**src/rtl/shared_bus_sequencer.sv**
```systemverilog
module shared_bus_sequencer #(
  parameter int TASK_W = 8,
  parameter int ENT_W  = 7,
  parameter int CNT_W  = 4,
  parameter int DW     = 8,
  localparam int MAP_AW  = TASK_W + 4,
  localparam int MAIN_AW = ENT_W + 12,
  localparam int ADDR_W  = (MAIN_AW > MAP_AW) ? MAIN_AW : MAP_AW
) (
  input  logic              clk_fast,
  input  logic              rst_n,
  input  logic              phi2,
  input  logic [1:0]        req_kind,
  input  logic [TASK_W-1:0] task_id,
  input  logic [15:0]       cpu_addr,
  input  logic [DW-1:0]     wr_data,
  input  logic [DW-1:0]     dq_in,
  output logic [DW-1:0]     dq_out,
  output logic              dq_oe,
  output logic [ADDR_W-1:0] addr,
  output logic              map_ce_n,
  output logic              map_oe_n,
  output logic              map_we_n,
  output logic              main_ce_n,
  output logic              main_oe_n,
  output logic              main_we_n,
  output logic [CNT_W-1:0]  tick_o
);

  localparam logic [CNT_W-1:0] T_MAX   = '1;
  localparam logic [CNT_W-1:0] T_LOOK0 = CNT_W'(2);
  localparam logic [CNT_W-1:0] T_LOOK1 = CNT_W'(3);
  localparam logic [CNT_W-1:0] T_ACC   = CNT_W'(5);
  localparam logic [CNT_W-1:0] T_WR    = CNT_W'(6);

  logic [CNT_W-1:0] tick;
  logic [ENT_W-1:0] entry;

  always_ff @(posedge clk_fast or negedge rst_n) begin
    if (!rst_n)           tick <= '0;
    else if (!phi2)       tick <= '0;
    else if (tick != T_MAX) tick <= tick + 1'b1;
  end

  always_ff @(posedge clk_fast or negedge rst_n) begin
    if (!rst_n)                      entry <= '0;
    else if (phi2 && tick == T_LOOK1) entry <= dq_in[ENT_W-1:0];
  end

  wire is_map   = req_kind[1];
  wire is_wr    = req_kind[0];
  wire lookup   = phi2 && (tick == T_LOOK0 || tick == T_LOOK1);
  wire access   = phi2 && (tick >= T_ACC);
  wire late     = phi2 && (tick >= T_WR);
  wire map_acc  = access && is_map;
  wire main_acc = access && !is_map && (entry != '0);

  assign map_ce_n  = !(lookup || map_acc);
  assign map_oe_n  = !(lookup || (map_acc && !is_wr));
  assign map_we_n  = !(late && is_map && is_wr);
  assign main_ce_n = !main_acc;
  assign main_oe_n = !(main_acc && !is_wr);
  assign main_we_n = !(late && main_acc && is_wr);
  assign dq_oe     = !map_we_n || !main_we_n;
  assign dq_out    = wr_data;
  assign tick_o    = tick;

  always_comb begin
    if (lookup)        addr = ADDR_W'({task_id, cpu_addr[15:12]});
    else if (map_acc)  addr = ADDR_W'({task_id, cpu_addr[3:0]});
    else if (main_acc) addr = ADDR_W'({entry, cpu_addr[11:0]});
    else               addr = '0;
  end

endmodule

```
**config.mk**
```make
export PLATFORM = sky130hd
export DESIGN_NAME = shared_bus_sequencer
export DESIGN_NICKNAME = d
export VERILOG_FILES = /design/src/rtl/shared_bus_sequencer.sv
export SDC_FILE = /design/constraint.sdc
export NUM_CORES = 1
export LEC_CHECK = 0
export ABC_AREA = 1
export BUFFER_PORTS_ARGS = -buffer_cell sky130_fd_sc_hd__buf_4
export CORE_ASPECT_RATIO = 1.25
export CORE_MARGIN = 2
export CORE_UTILIZATION = 34
export DETAILED_ROUTE_END_ITERATION = 7
export PLACE_DENSITY_LB_ADDON = 0.25
export SYNTH_ARGS = -nofsm -noshare
export SYNTH_HDL_FRONTEND = slang
export SYNTH_SLANG_ARGS = --single-unit
```
**constraint.sdc**
```tcl
create_clock -name clk_fast -period 1.4 [get_ports clk_fast]
set_input_delay 0.21 -clock clk_fast [delete_from_list [all_inputs] [get_ports clk_fast]]
set_output_delay 0.21 -clock clk_fast [all_outputs]
set_load 0.03 [all_outputs]
```
==> results.cfg <==
[floorplan]
rows = 21
die_h_um = 62.5
core_area_um2 = 2650
initial_core_util_pct = 35.1
die_area_um2 = 3180
die_w_um = 50.8
io_pins = 83

[power]
clockPowerShare_pct = 17.0
switchingPower_mw = 0.506
p_leak_nw = 1.03
p_per_area_nw_per_um2 = 660
swShare_pct = 38.5
seq_power_share_pct = 33.0
p_int_mw = 0.808
peakVddDrop_uv = 608
p_comb_share_pct = 50.0

[sta]
fin_setup_tns_ns = -13.73
setup_slack_ns = -0.616
fin_crit_ns = 2.02
rsz0062_at_grt = yes
setup_viol = 26
max_freq_ghz = 0.496
tightest_slew_ns = 0.222
slew_headroom_pct = 85.1
fin_worst_skew_ns = 0.00106
hold_viol = 0
fin_crit_sh_pct = 144
final_max_slew_viol_count = 0

[synth]
netlist_area_um2 = 931
syn_inst = 150
ys_ff_latch = 11
ys_types = 18
yosys_warnings = 0
synth_nets = 199
syn_avg_cell_area_um2 = 6.21
yosysSeqAreaShare_pct = 29.6

[routing]
drc_errors = 0
vias = 1247
wl_mm = 3.33
dr.pass1.iters = 4
drtAntennaViolNets = 0
wl_per_cell_um = 12.5
vias_per_cell = 4.69
first_iter_violations = 15

[min_path]
hp-start = dq_in[0]
worstHoldPathType = in2reg

[global_routing]
grt_pass1_wl_mm = 5.63
grt_overflow_total = 0
antenna_found_initial = 0
grt_pass1_vias = 1300
grt_usage_pct = 22.8
grt_max_degree = 15

[placed_design]
globalplace.congestion = 0.767
port_buffers = 65
hpwlAfterDp_mm = 2.40
preCtsSetupSlack_ns = -0.316

[layout]
drive_gt1_share_pct = 65.1
n_antenna_cell = 0
seq_area_um2 = 279
multi_input_area_um2 = 766
nFillCells = 198
fin_nets = 282
area_delta_synth_final_pct = 114

[critical_path]
cp-end-kind = primary output
cp.required_ns = 1.19
startpoint_type = register
arrival_ns = 1.81
path_class = reg2out
r2r_start = tick_o[0]
crit_start = tick_o[1]
crit_fanout = 5

[clock_tree]
cts_tree = done
clk_pin_slew_ns = 0.07
cts_htree_levels = 1
clk_latency_ns = 0.28
cts_sinks = 11
clockRootBuffer = clkbuf_4
cts-buffers-inserted = 3
cts_buffer_depth = 2

[job]
drv_cap = 0

[status]
status = finished with violations
violations = negative setup slack
-- layout by cell type, fill, tap and decap left out --
master	count
inv_4	2
inv_6	1
nand2_4	10
nand3_4	1
nor2_4	9
a21oi_1	7
nand2_1	16
o21ai_4	1
nor2_1	14
buf_6	28
dfrtp_1	8
buf_12	2
nand3_1	12
xor2_1	1
buf_4	57
nand3_2	2
dlygate4sd3_1	1
nor3_1	1
dfrtp_2	3
nand2_8	1
inv_2	5
ha_1	2
nand2_2	23
a31oi_1	1
nor2_2	1
o21ai_0	5
inv_1	12
clkbuf_1	1
clkbuf_4	3
ha_4	2
-- layout make-up --
cell class | count | share of cell area [%]
multi-input cells | 109 | 38.4
repair buffers | 88 | 39.8
inverters | 20 | 4.27
well taps | 34 | 2.14
flip-flops and latches | 11 | 14.0
clock buffers | 4 | 1.32
-- path summary, 6_finish.rpt --
check,endpoint,cells past startpoint,slack [ns]
setup reg to reg,entry[1],8,0
max in group asynchronous,tick_o[3],2,0.92
hold / removal,entry[0],3,0.18
hold reg to reg,entry[6],2,0.59
min in group asynchronous,entry[6],2,0.31
setup / recovery,map_ce_n,11,-0.62
-- worst max-delay path, cell delays in order (launching register included) --
cell and delay (ns):
dfrtp_2 0.45, inv_4 0.09, ha_4 0.12, inv_2 0.04, nand2_1 0.06, nor2_1 0.04, nor2_1 0.15, nand2_2 0.15
nand2_4 0.17, buf_12 0.12, inv_6 0.02, buf_6 0.12
-- flip-flops by register name, summed over array words and instances (netlist names) --
register  flops
entry         7
tick_o        4
-- power groups by stage --
stage          clock (mW)  sequential, mW  combinational (mW)
6_report            0.224           0.434               0.657
2_1_floorplan           0           0.446               0.353
3_3_place_gp            0           0.436               0.574
3_5_place_dp            0           0.438               0.590
5_1_grt             0.261           0.442               0.711
4_1_cts             0.233           0.433               0.639
-- synthesized netlist by cell type, drive strengths merged --
master,count,share of area [%]
buf,11,8.7
dfrtp,11,30
ha,4,5.4
a21oi,7,3.8
o21ai,6,3.2
nand2,49,20
a31oi,1,0.67
nor2,24,10
inv,20,8.1
nand3,15,8.6
nor3,1,0.54
xor2,1,0.94
-- metrics by stage --
| stage | std cells | area [µm²] | power, mW | utilization, % | hold WS, ns |
|---|---|---|---|---|---|
| after floorplan | 150 | 1160 | 0.798 | - | -0.0856 |
| after global placement | 257 | 1760 | 1.01 | 66.5 | 0.0529 |
| after detailed placement | 257 | 1760 | 1.03 | 66.5 | 0.0564 |
| after CTS | 265 | 1960 | 1.30 | 73.9 | 0.176 |
| after global routing | 266 | 1990 | 1.41 | 75.1 | 0.166 |
| final | 266 | 1990 | 1.31 | 75.1 | 0.179 |
-- kinds of logic after synthesis --
logic type | after synthesis | share of synthesized area (%)
xor gates and xnor gates | 1 | 0.941
adders and majority gates | 4 | 5.38
DFF | 11 | 29.6
buffers and inverters | 31 | 16.8
and+or+nand+nor | 89 | 39.7
AOI/OAI and AO/OA | 14 | 7.66
-- timing repair --
action | 4_1_cts | 5_1_grt
gates resized for setup | 41 | 4
endpoints found under the hold margin | 11 | 0
hold buffers | 1 | 0
cloned | 2 | 0
endpoints found under the setup margin | 30 | 35
pin swaps | 9 | 3
setup buffers | 1 | 1
-- per-layer routing --
layer,wire length [µm],vias up,part of all wire [%],track usage [%]
met5,0,-,0,0
met4,42,0,1.3,9.12
met3,246,4,7.4,4.55
met2,1840,60,55,43.8
met1,1200,564,36,23.2
li1,-,619,-,-
(Power assumes the default switching activity.)
